<file path="src/rtl/phy_mgmt_pkg.sv">
`timescale 1ns/1ps
package phy_mgmt_pkg;
    typedef enum logic [1:0] {
        SEL_CFG   = 2'd0,
        SEL_CTRL  = 2'd1,
        SEL_WDATA = 2'd2,
        SEL_RDATA = 2'd3
    } reg_sel_e;

    localparam int PADDR_LSB   = 24;
    localparam int RADDR_LSB   = 16;
    localparam int OP_LSB      = 14;
    localparam int GO_BIT      = 11;
    localparam int READY_BIT   = 7;
    localparam int CFG_EN_BIT  = 6;
    localparam int CFG_W       = 7;
    localparam int PHY_NREG    = 32;
    localparam int PHY_AW      = $clog2(PHY_NREG);

    localparam logic [1:0] OP_WRITE = 2'd1;
    localparam logic [1:0] OP_READ  = 2'd2;

    typedef struct packed {
        logic              wr;
        logic [4:0]        phy;
        logic [PHY_AW-1:0] regn;
        logic [15:0]       data;
    } xfer_t;
endpackage

</file>
<file path="src/rtl/phy_mgmt_seq.sv">
`timescale 1ns/1ps
module phy_mgmt_seq
    import phy_mgmt_pkg::*;
#(
    parameter int BUSY_CYCLES = 4
) (
    input  logic        clk,
    input  logic        rst_n,
    input  logic        wr_en,
    input  logic [1:0]  wr_sel,
    input  logic [31:0] wr_data,
    input  logic [1:0]  rd_sel,
    output logic [31:0] rd_data,
    output logic        busy,
    output logic        op_invalid,
    output logic        cfg_warn,
    output logic [31:0] ctrl_word,
    output logic        xfer_go,
    output xfer_t       xfer,
    input  logic [15:0] phy_rdata
);
    localparam int CNT_W = $clog2(BUSY_CYCLES + 1);

    typedef struct packed {
        logic [CFG_W-1:0] cfg;
        logic [31:0]      ctrl;
        logic [31:0]      wdata;
        logic [31:0]      rdata;
        logic [CNT_W-1:0] cnt;
        logic             busy;
        logic             invalid;
        logic             warn;
        xfer_t            pend;
    } seq_t;

    seq_t       s_d, s_q;
    logic       done;
    logic [1:0] op;

    always_comb begin
        s_d     = s_q;
        xfer_go = 1'b0;
        done    = s_q.busy && (s_q.cnt == '0);
        op      = wr_data[OP_LSB +: 2];

        if (s_q.busy) begin
            if (done) begin
                s_d.busy = 1'b0;
                xfer_go  = 1'b1;
                if (!s_q.pend.wr) begin
                    s_d.rdata = {16'h0000, phy_rdata};
                end
            end else begin
                s_d.cnt = s_q.cnt - 1'b1;
            end
        end

        if (wr_en) begin
            case (reg_sel_e'(wr_sel))
                SEL_CFG: begin
                    s_d.cfg  = wr_data[CFG_W-1:0];
                    s_d.warn = wr_data[CFG_EN_BIT] && (wr_data[CFG_EN_BIT-1:0] == '0);
                end
                SEL_CTRL: begin
                    if (!s_q.busy) begin
                        s_d.ctrl    = wr_data;
                        s_d.invalid = 1'b0;
                        if (wr_data[GO_BIT]) begin
                            if (op == OP_WRITE || op == OP_READ) begin
                                s_d.busy      = 1'b1;
                                s_d.cnt       = CNT_W'(BUSY_CYCLES - 1);
                                s_d.pend.wr   = (op == OP_WRITE);
                                s_d.pend.phy  = wr_data[PADDR_LSB +: 5];
                                s_d.pend.regn = wr_data[RADDR_LSB +: PHY_AW];
                                s_d.pend.data = s_q.wdata[15:0];
                            end else begin
                                s_d.invalid = 1'b1;
                            end
                        end
                    end
                end
                SEL_WDATA: s_d.wdata = wr_data;
                default: begin
                    if (!(done && !s_q.pend.wr)) begin
                        s_d.rdata = wr_data;
                    end
                end
            endcase
        end
    end

    always_ff @(posedge clk) begin
        if (!rst_n) s_q <= '0;
        else        s_q <= s_d;
    end

    always_comb begin
        case (reg_sel_e'(rd_sel))
            SEL_CFG:   rd_data = {{(32-CFG_W){1'b0}}, s_q.cfg};
            SEL_CTRL:  rd_data = s_q.ctrl | (32'h1 << READY_BIT);
            SEL_WDATA: rd_data = s_q.wdata;
            default:   rd_data = s_q.rdata;
        endcase
    end

    assign busy       = s_q.busy;
    assign op_invalid = s_q.invalid;
    assign cfg_warn   = s_q.warn;
    assign ctrl_word  = s_q.ctrl;
    assign xfer       = s_q.pend;
endmodule

</file>
<file path="src/rtl/phy_reg_bank.sv">
`timescale 1ns/1ps
module phy_reg_bank
    import phy_mgmt_pkg::*;
#(
    parameter int PHY_ADDR = 7
) (
    input  logic        clk,
    input  logic        rst_n,
    input  logic        link_up,
    input  logic        go,
    input  xfer_t       xfer,
    output logic [15:0] rdata
);
    localparam logic [15:0] LINK_STATUS = 16'h782E;
    localparam logic [15:0] PARTNER_FIX = 16'h4001;
    localparam logic [15:0] ADV_MASK    = 16'h01E0;
    localparam logic [15:0] FAST_ID     = 16'h8000;
    localparam logic [15:0] R0_AUTOCLR  = 16'h8200;

    typedef logic [PHY_NREG-1:0][15:0] bank_t;

    bank_t       bank_d, bank_q;
    bank_t       bank_init;
    logic        hit;
    logic [15:0] adv;
    logic [15:0] look;

    // reset image: a handful of identity and capability words, the rest zero
    for (genvar i = 0; i < PHY_NREG; i++) begin : g_init
        if (i == 0)      begin : g_r0 assign bank_init[i] = 16'h3100; end
        else if (i == 2) begin : g_r2 assign bank_init[i] = 16'h0300; end
        else if (i == 3) begin : g_r3 assign bank_init[i] = 16'hE400; end
        else if (i == 4) begin : g_r4 assign bank_init[i] = 16'h01E1; end
        else             begin : g_rz assign bank_init[i] = 16'h0000; end
    end

    always_comb begin
        hit    = (xfer.phy == 5'(PHY_ADDR));
        bank_d = bank_q;
        if (go && xfer.wr && hit) begin
            bank_d[xfer.regn] = xfer.data;
            bank_d[0]         = bank_d[0] & ~R0_AUTOCLR;
        end
    end

    always_ff @(posedge clk) begin
        if (!rst_n) bank_q <= bank_init;
        else        bank_q <= bank_d;
    end

    always_comb begin
        adv = bank_q[4];
        case (xfer.regn)
            PHY_AW'(1):  look = link_up ? LINK_STATUS : 16'h0000;
            PHY_AW'(5):  look = PARTNER_FIX | (adv & ADV_MASK);
            PHY_AW'(17): look = FAST_ID;
            PHY_AW'(18): look = link_up ? {4'b0000, adv[8] | adv[6], adv[8] | adv[7], 10'b0}
                                        : 16'h0000;
            default:     look = bank_q[xfer.regn];
        endcase
        rdata = hit ? look : 16'hFFFF;
    end
endmodule

</file>
<file path="src/rtl/phy_mgmt_master.sv">
`timescale 1ns/1ps
module phy_mgmt_master
    import phy_mgmt_pkg::*;
#(
    parameter int BUSY_CYCLES = 4,
    parameter int PHY_ADDR    = 7
) (
    input  logic        clk,
    input  logic        rst_n,
    input  logic        link_up,
    input  logic        wr_en,
    input  logic [1:0]  wr_sel,
    input  logic [31:0] wr_data,
    input  logic [1:0]  rd_sel,
    output logic [31:0] rd_data,
    output logic        busy,
    output logic        op_invalid,
    output logic        cfg_warn
);
    logic [31:0] ctrl_word;
    logic        xfer_go;
    xfer_t       xfer;
    logic [15:0] phy_rdata;

    phy_mgmt_seq #(.BUSY_CYCLES(BUSY_CYCLES)) u_seq (
        .clk(clk), .rst_n(rst_n), .wr_en(wr_en), .wr_sel(wr_sel), .wr_data(wr_data),
        .rd_sel(rd_sel), .rd_data(rd_data), .busy(busy), .op_invalid(op_invalid),
        .cfg_warn(cfg_warn), .ctrl_word(ctrl_word), .xfer_go(xfer_go), .xfer(xfer),
        .phy_rdata(phy_rdata)
    );

    phy_reg_bank #(.PHY_ADDR(PHY_ADDR)) u_bank (
        .clk(clk), .rst_n(rst_n), .link_up(link_up), .go(xfer_go), .xfer(xfer),
        .rdata(phy_rdata)
    );
endmodule

</file>
<file path="config.mk">
export PLATFORM = sky130hd
export DESIGN_NAME = phy_mgmt_master
export DESIGN_NICKNAME = d
export VERILOG_FILES = /design/src/rtl/phy_mgmt_pkg.sv /design/src/rtl/phy_mgmt_seq.sv /design/src/rtl/phy_reg_bank.sv /design/src/rtl/phy_mgmt_master.sv
export SDC_FILE = /design/constraint.sdc
export NUM_CORES = 2
export LEC_CHECK = 0
export BUFFER_PORTS_ARGS = -buffer_cell sky130_fd_sc_hd__clkbuf_2
export CORE_MARGIN = 2
export CORE_UTILIZATION = 28
export DETAILED_ROUTE_END_ITERATION = 16
export PLACE_DENSITY = 0.4
export SLEW_MARGIN = 0
export SYNTH_ARGS = -nofsm -noshare
export SYNTH_HDL_FRONTEND = slang
export SYNTH_SLANG_ARGS = --single-unit
</file>
<file path="constraint.sdc">
create_clock -name clk -period 1.9 [get_ports clk]
set_input_delay 0.38 -clock clk [delete_from_list [all_inputs] [get_ports clk]]
set_output_delay 0.38 -clock clk [all_outputs]
set_load 0.02 [all_outputs]
</file>
==> Word level (Yosys, flattened, before mapping) <==
Cells that the tools add are included.
{ "classes": {"addsub": 1, "multipliers": 0, "div": 0, "order_cmp": 2, "n_eq_ne": 11, "shift": 0, "n_mux": 30, "n_bitwise": 3, "n_reduce_logical": 17} }
{ "op_table": {"columns": ["op", "n"], "rows": [
  ["512-bit bitwise mux", 1],
  ["32-bit two-way mux", 4],
  ["27-bit two-way mux", 4],
  ["32-bit one-hot mux with 3 select lines", 1],
  ["16-bit binary-select mux with 5-bit select", 1],
  ["16-bit demux with 5-bit select", 1],
  ["65-bit two-way mux", 1],
  ["16-bit one-hot mux with 4 select lines", 1],
  ["16-bit two-way mux", 3],
  ["36-bit two-way mux", 1],
  ["15-bit two-way mux", 1],
  ["5-bit two-way mux", 3],
  ["12-bit two-way mux", 1],
  ["5-bit by 3-bit equality test with 1-bit output, second input constant", 2],
  ["5-bit equality test, second input constant", 2],
  ["2-bit by 1-bit equality test with 1-bit output, second input constant", 3],
  ["2-bit equality test, second input constant", 3],
  ["1-bit logical AND", 6],
  ["6-bit zero test", 1],
  ["5-bit by 6-bit < comparator with 1-bit output, second input constant", 1],
  ["5-bit by 1-bit equality test with 1-bit output, second input constant", 1],
  ["5-bit by 1-bit greater-or-equal comparator with 1-bit output, second input constant", 1],
  ["1-bit two-way mux", 5],
  ["5-bit AND reduction", 1],
  ["12 further kinds", 15]
]} }
{ "word_totals": {"reg_bits": 646, "latch_bits": 0, "mem_bits_rw": 0, "romBits": 0, "out_inout_bits": 35, "mem_count": 0} }

==> Depth between registers and ports, before layout <==
{ "depth": {"ltp_word": 12, "ltp_mapped": 11} }

==> Modules after synthesis <==
From an unflattened synthesis, not the netlist that was laid out.
{ "hier_totals": {"hier_cells": 3624, "hier_area_um2": 29993.8} }
{ "by_module_without_submodules": {"columns": ["mod", "n_inst", "cells_each", "area_per_inst_um2", "seq_area_each_um2"], "rows": [
  ["phy_reg_bank", 1, 2873, 23764.0, 10209.8],
  ["phy_mgmt_seq", 1, 751, 6229.7, 2722.6]
]} }

==> Least setup slack after synthesis <==
No wires, ideal clock.
{ "synth_timing": {"kind": "register to register", "from": "register u_seq.s_q[30] in the netlist's numbering", "to": "register u_bank.bank_q[393] in the netlist's numbering", "arrival_ns": 2.066, "required_ns": 1.830, "slack_ns": -0.237, "path_stages_with_launch": 12, "n_path_buf": 3, "cell_sequence": "dfxtp_1 > inv_1 > ha_1 > ha_1 > nand3_1 > nor4b_2 > buf_2 > and2_1 > buf_2 > buf_2 > nand2_1 > a21oi_1"} }
{ "synth_between": {"elab_chain_cells": 6} }
{ "synth_rtl": {"columns": ["item", "line", "rtl"], "rows": [
  ["from (decl)", "phy_mgmt_seq.sv:36", "seq_t s_d, s_q;"],
  ["from (signal assigned)", "phy_mgmt_seq.sv:93", "if (!rst_n) s_q <= '0;"],
  ["from (signal assigned)", "phy_mgmt_seq.sv:94", "else s_q <= s_d;"],
  ["3-bit zero test", "phy_mgmt_seq.sv:43", "done = s_q.busy && (s_q.cnt == '0);"],
  ["1-bit logical AND", "phy_mgmt_seq.sv:43", null],
  ["1-bit two-way mux", "phy_mgmt_seq.sv:47", "if (done) begin"],
  ["1-bit two-way mux", "phy_mgmt_seq.sv:46", "if (s_q.busy) begin"],
  ["1-bit logical AND (2 in series)", "phy_reg_bank.sv:40", "if (go && xfer.wr && hit) begin"],
  ["to (signal assigned)", "phy_reg_bank.sv:47", "if (!rst_n) bank_q <= bank_init;"],
  ["to (signal assigned)", "phy_reg_bank.sv:48", "else bank_q <= bank_d;"],
  ["to (decl)", "phy_reg_bank.sv:22", "bank_t bank_d, bank_q;"]
]} }
Every way passes these cells.
A chain may end at the register's enable or synchronous reset.

==> Worst setup path in the final report <==
{ "layout_timing": {"from": "register u_seq.s_q, in the netlist u_seq.xfer[17]", "to": "register u_seq.s_q[37] in the netlist's numbering"} }
{ "layout_between": {"elab_chain_cells": 10, "word_cells_on_any_way": 14} }
{ "layout_rtl": {"columns": ["item", "line", "rtl"], "rows": [
  ["16-bit binary-select mux with 5-bit select", "phy_reg_bank.sv:59", "default: look = bank_q[xfer.regn];"],
  ["16-bit two-way mux (implied by the code)", "phy_reg_bank.sv:59", null],
  ["16-bit one-hot mux with 4 select lines *", "phy_reg_bank.sv:53", "case (xfer.regn)"],
  ["16-bit two-way mux *", "phy_reg_bank.sv:61", "rdata = hit ? look : 16'hFFFF;"],
  ["32-bit two-way mux *", "phy_mgmt_seq.sv:50", "if (!s_q.pend.wr) begin"],
  ["32-bit two-way mux *", "phy_mgmt_seq.sv:47", null],
  ["36-bit two-way mux *", "phy_mgmt_seq.sv:46", null],
  ["32-bit two-way mux", "phy_mgmt_seq.sv:84", "if (!(done && !s_q.pend.wr)) begin"],
  ["32-bit two-way mux", "phy_mgmt_seq.sv:59", "case (reg_sel_e'(wr_sel))"],
  ["65-bit two-way mux *", "phy_mgmt_seq.sv:58", "if (wr_en) begin"]
]} }
Every way passes the cells marked *; elsewhere a longest branch is shown, timed or not. The select of a mux whose other input is x is not followed.

==> results.py <==
metrics = {
    "pwr": {
        "p_per_area_nw_per_um2": 750,
        "p_sw_uw": 7090,
        "seqPwrFrac_pct": 45.0,
        "p_leak_uw": 0.0139,
        "peakVddDrop_uv": 576,
        "p_int_uw": 23300,
        "clockPowerShare_pct": 50.9,
        "combPwrFrac_pct": 4.1,
        "p_sw_share_pct": 23.3,
    },
    "worst_setup_path": {
        "crit_buf_inv": 3,
        "setup.worst_path.end_class": "register",
        "reg2reg_slack_ns": -0.37,
        "startpoint_type": "register",
        "crit_top_cell": "buf_12",
        "critical_path.max_stage_delay_ns": 0.40,
        "crit_arrival_ns": 2.79,
        "worst-path-stages": 8,
        "worstSetupPathType": "reg2reg",
        "required_ns": 2.41,
        "critPathSlowestCell": "mux2i_2",
        "critPathTopFamily": "compound AO/OA/AOI/OAI gates",
        "crit_path_cell_trace": "buf_12 -> buf_12 -> buf_12 -> mux2i_2 -> o22ai_2 -> nor4_4 -> a21boi_4 -> o211a_1",
        "reg2regPathDepth": 8,
        "cp_max_fo": 10,
    },
    "clocking": {
        "cts_tree": "built",
        "clock-sinks": 645,
        "root_buffer": "clkbuf_16",
        "ctsHtreeMaxLevel": 3,
        "cts_buffers": 79,
        "worstSkewPairLatency_ns": 0.64,
        "clk_path_buf_depth": 3,
        "path_clk_slew_ns": 0.06,
    },
    "synthesis": {
        "synth_top_area_share_pct": 45.4,
        "yosys.cell_types.count": 62,
        "syn_area_per_cell_um2": 8.00,
        "synth_area_um2": 28400,
        "synthCells": 3554,
        "async_flop_share_pct": 0,
        "synth_top_area_cell": "dfxtp_1",
        "synth-seq-area-share_pct": 45.4,
        "synth.area.top_cells": "dfxtp_1, nand2_1, mux2i_1",
        "syn-num-nets": 3597,
        "synth.yosys.warnings": 0,
        "ys_ff_latch": 645,
        "synthFlopType": "dfxtp_1",
        "synth_edf_count": 0,
    },
    "cells_and_area": {
        "layout_commonest_cell": "nand2_1",
        "drive_gt1_share_pct": 31.0,
        "layout.cells.non_filler": 5374,
        "final_cell_mix": "nand2_1, dfxtp_1, buf_4",
        "final_nets": 4000,
        "fin_util_pct": 40.4,
        "area_delta_synth_final_pct": 42.4,
    },
    "route": {
        "vias": 27200,
        "routed_via_density": 5.07,
        "wire_per_inst_um": 24.7,
        "wirelength_mm": 133,
        "ant_nets": 0,
        "dr.pass1.iters": 8,
        "remaining_drc_errors": 0,
        "drtIter0Drc": 2563,
    },
    "timing": {
        "maxSlewViolCount": 0,
        "tightestPinTransition_ns": 0.623,
        "hold_viol": 0,
        "setup_viol": 558,
        "slew_headroom_pct": 57.2,
        "finalCritPeriodShare_pct": 120,
        "fmax_mhz": 440,
        "fin_ws_ns": -0.371,
        "fin_crit_ns": 2.27,
        "rsz0062_at_grt": "true",
        "finalClockSkew_ns": 0.0200,
    },
    "grt": {
        "grt_max_degree": 83,
        "grt_pass1_vias": 25600,
        "antenna_found_initial": 3,
        "grt_usage_pct": 24.5,
        "grt.overflow.total": 0,
        "grt_pass1_wl_mm": 186,
    },
    "place": {
        "dpl.cell_count": 5124,
        "dp_hpwl_mm": 85.8,
        "gp_congestion": 0.995,
        "port_buffers": 74,
    },
    "floorplanning": {
        "fp-row-count": 116,
        "die_area_um2": 104000,
        "coreArea_um2": 100000,
        "initial_core_util_pct": 28.3,
        "fp.dieW_um": 323,
        "io_pins": 75,
        "die_h_um": 323,
    },
    "min_path": {
        "hp-class": "in2reg",
        "min_path_cells": 3,
    },
    "status": {
        "violations": "negative setup slack",
        "outcome": "finished with violations",
    },
    "job": {
        "maxCapViolations": 0,
    },
}
==> per-layer routing <==
layer  GRT usage, %  share of wire [%]  vias to the layer above
li1               -                  -                    12800
met1           34.3                 46                    13400
met2           38.7                 45                      824
met3           3.80                6.4                      190
met4           7.15                3.0                        0
met5              0                  0                        -
==> metrics by stage <==
step	hold slack (ns)	setup WS (ns)	power (µW)	area [µm²]	setup TNS (ns)
6_report	0.0310	-0.371	30400	40500	-124.90
5_1_grt	0.0257	-0.389	31200	40500	-164.09
4_1_cts	0.00206	-0.314	30600	38800	-104.37
3_5_place_dp	0.443	-0.845	15100	33900	-123.99
3_3_place_gp	0.437	-0.804	15100	33900	-105.13
2_1_floorplan	0.430	-0.109	14600	28800	-0.474
==> registers in the layout, summed over array words and instances (netlist names) <==
register	cells
u_bank.bank_q	494
u_seq.cfg_warn	1
u_bank.adv	16
u_seq.busy	1
u_seq.ctrl_word	31
u_seq.op_invalid	1
u_seq.s_q	74
u_seq.xfer	27
==> power groups by stage <==
stage | clock network [µW] | registers [µW] | logic (µW)
after floorplan | 0 | 13900 | 620
after global placement | 0 | 14000 | 1140
after detailed placement | 0 | 14000 | 1140
after CTS | 15700 | 13700 | 1230
after global routing | 16300 | 13700 | 1330
final | 15400 | 13700 | 1260
==> what timing repair did <==
action                                  4_1_cts  5_1_grt
pin swaps                                   121      143
hold buffers                                  9        0
cloned                                       15       17
resized for setup                           321      350
endpoints found under the hold margin        22        0
buffers inserted                             53       22
endpoints found under the setup margin      561      576
==> tightest hold or removal path, delay by kind of cell <==
family,cells,cell delay [ns]
buf+inv,1,0.11
simple gates,1,0.06
compound gates,1,0.06
==> kinds of logic after synthesis <==
family                   after synthesis  share of synthesized area [%]
AO/OA/AOI/OAI                        799                           17.0
XOR/XNOR                               1                         0.0308
adder cells (fa/ha/maj)                3                          0.132
buffers and inverters                345                           5.37
flip-flops                           645                           45.4
multiplexers                         294                           10.8
AND/OR/NAND/NOR                     1467                           21.2
==> final cells by class <==
class / instances / area (µm²)
tap: 1357 / 1700
inverter: 6 / 30.0
timing repair buffer: 657 / 6820
clock inverter: 23 / 248
clock buffer: 116 / 2340
fill: 10000 / 59800
antenna: 2 / 5.00
sequential: 645 / 13000
multi-input combinational: 2568 / 16400
==> synthesized netlist by cell type (2+ instances only) <==
library cell  count
nand4b_1          4
nor4_1           20
buf_2            74
clkbuf_1        228
nor3_1            2
a22o_1           24
a21boi_1         11
buf_1             4
o21ai_1           5
nor4b_2           3
nor3b_1           2
or4_1            13
ha_1              3
nor2b_1          10
o41ai_1           2
o22ai_1         126
nand2_1        1303
nand3_1          25
nand4_1           2
o211ai_1          3
and2_0           12
and3b_1           3
buf_6             4
or3_1             2
a221oi_1          2
mux4_2            7
buf_4            29
and2_1           21
inv_1             6
a31o_1            2
mux2i_1         263
nor2_1           12
or4b_1            3
nand4bb_1         6
dfxtp_1         645
o211a_1           3
a311oi_1          3
nand3b_1          3
and3_1            6
nor3b_2           3
a31oi_1           5
a21oi_1         414
a21boi_0        194
mux2_2           24
==> worst paths after layout <==
| check | startpoint | to |
|---|---|---|
| max reg2reg | u_seq.xfer[17]$_SDFFE_PN0P_ | u_seq.s_q[37]$_SDFF_PN0_ |
| min | wr_data[9] | u_seq.ctrl_word[9]$_SDFFE_PN0P_ |
| max | u_seq.xfer[17]$_SDFFE_PN0P_ | u_seq.s_q[37]$_SDFF_PN0_ |
| min reg2reg | u_bank.bank_q[192]$_SDFFE_PN0P_ | u_bank.bank_q[192]$_SDFFE_PN0P_ |
(Power assumes the default switching activity.)
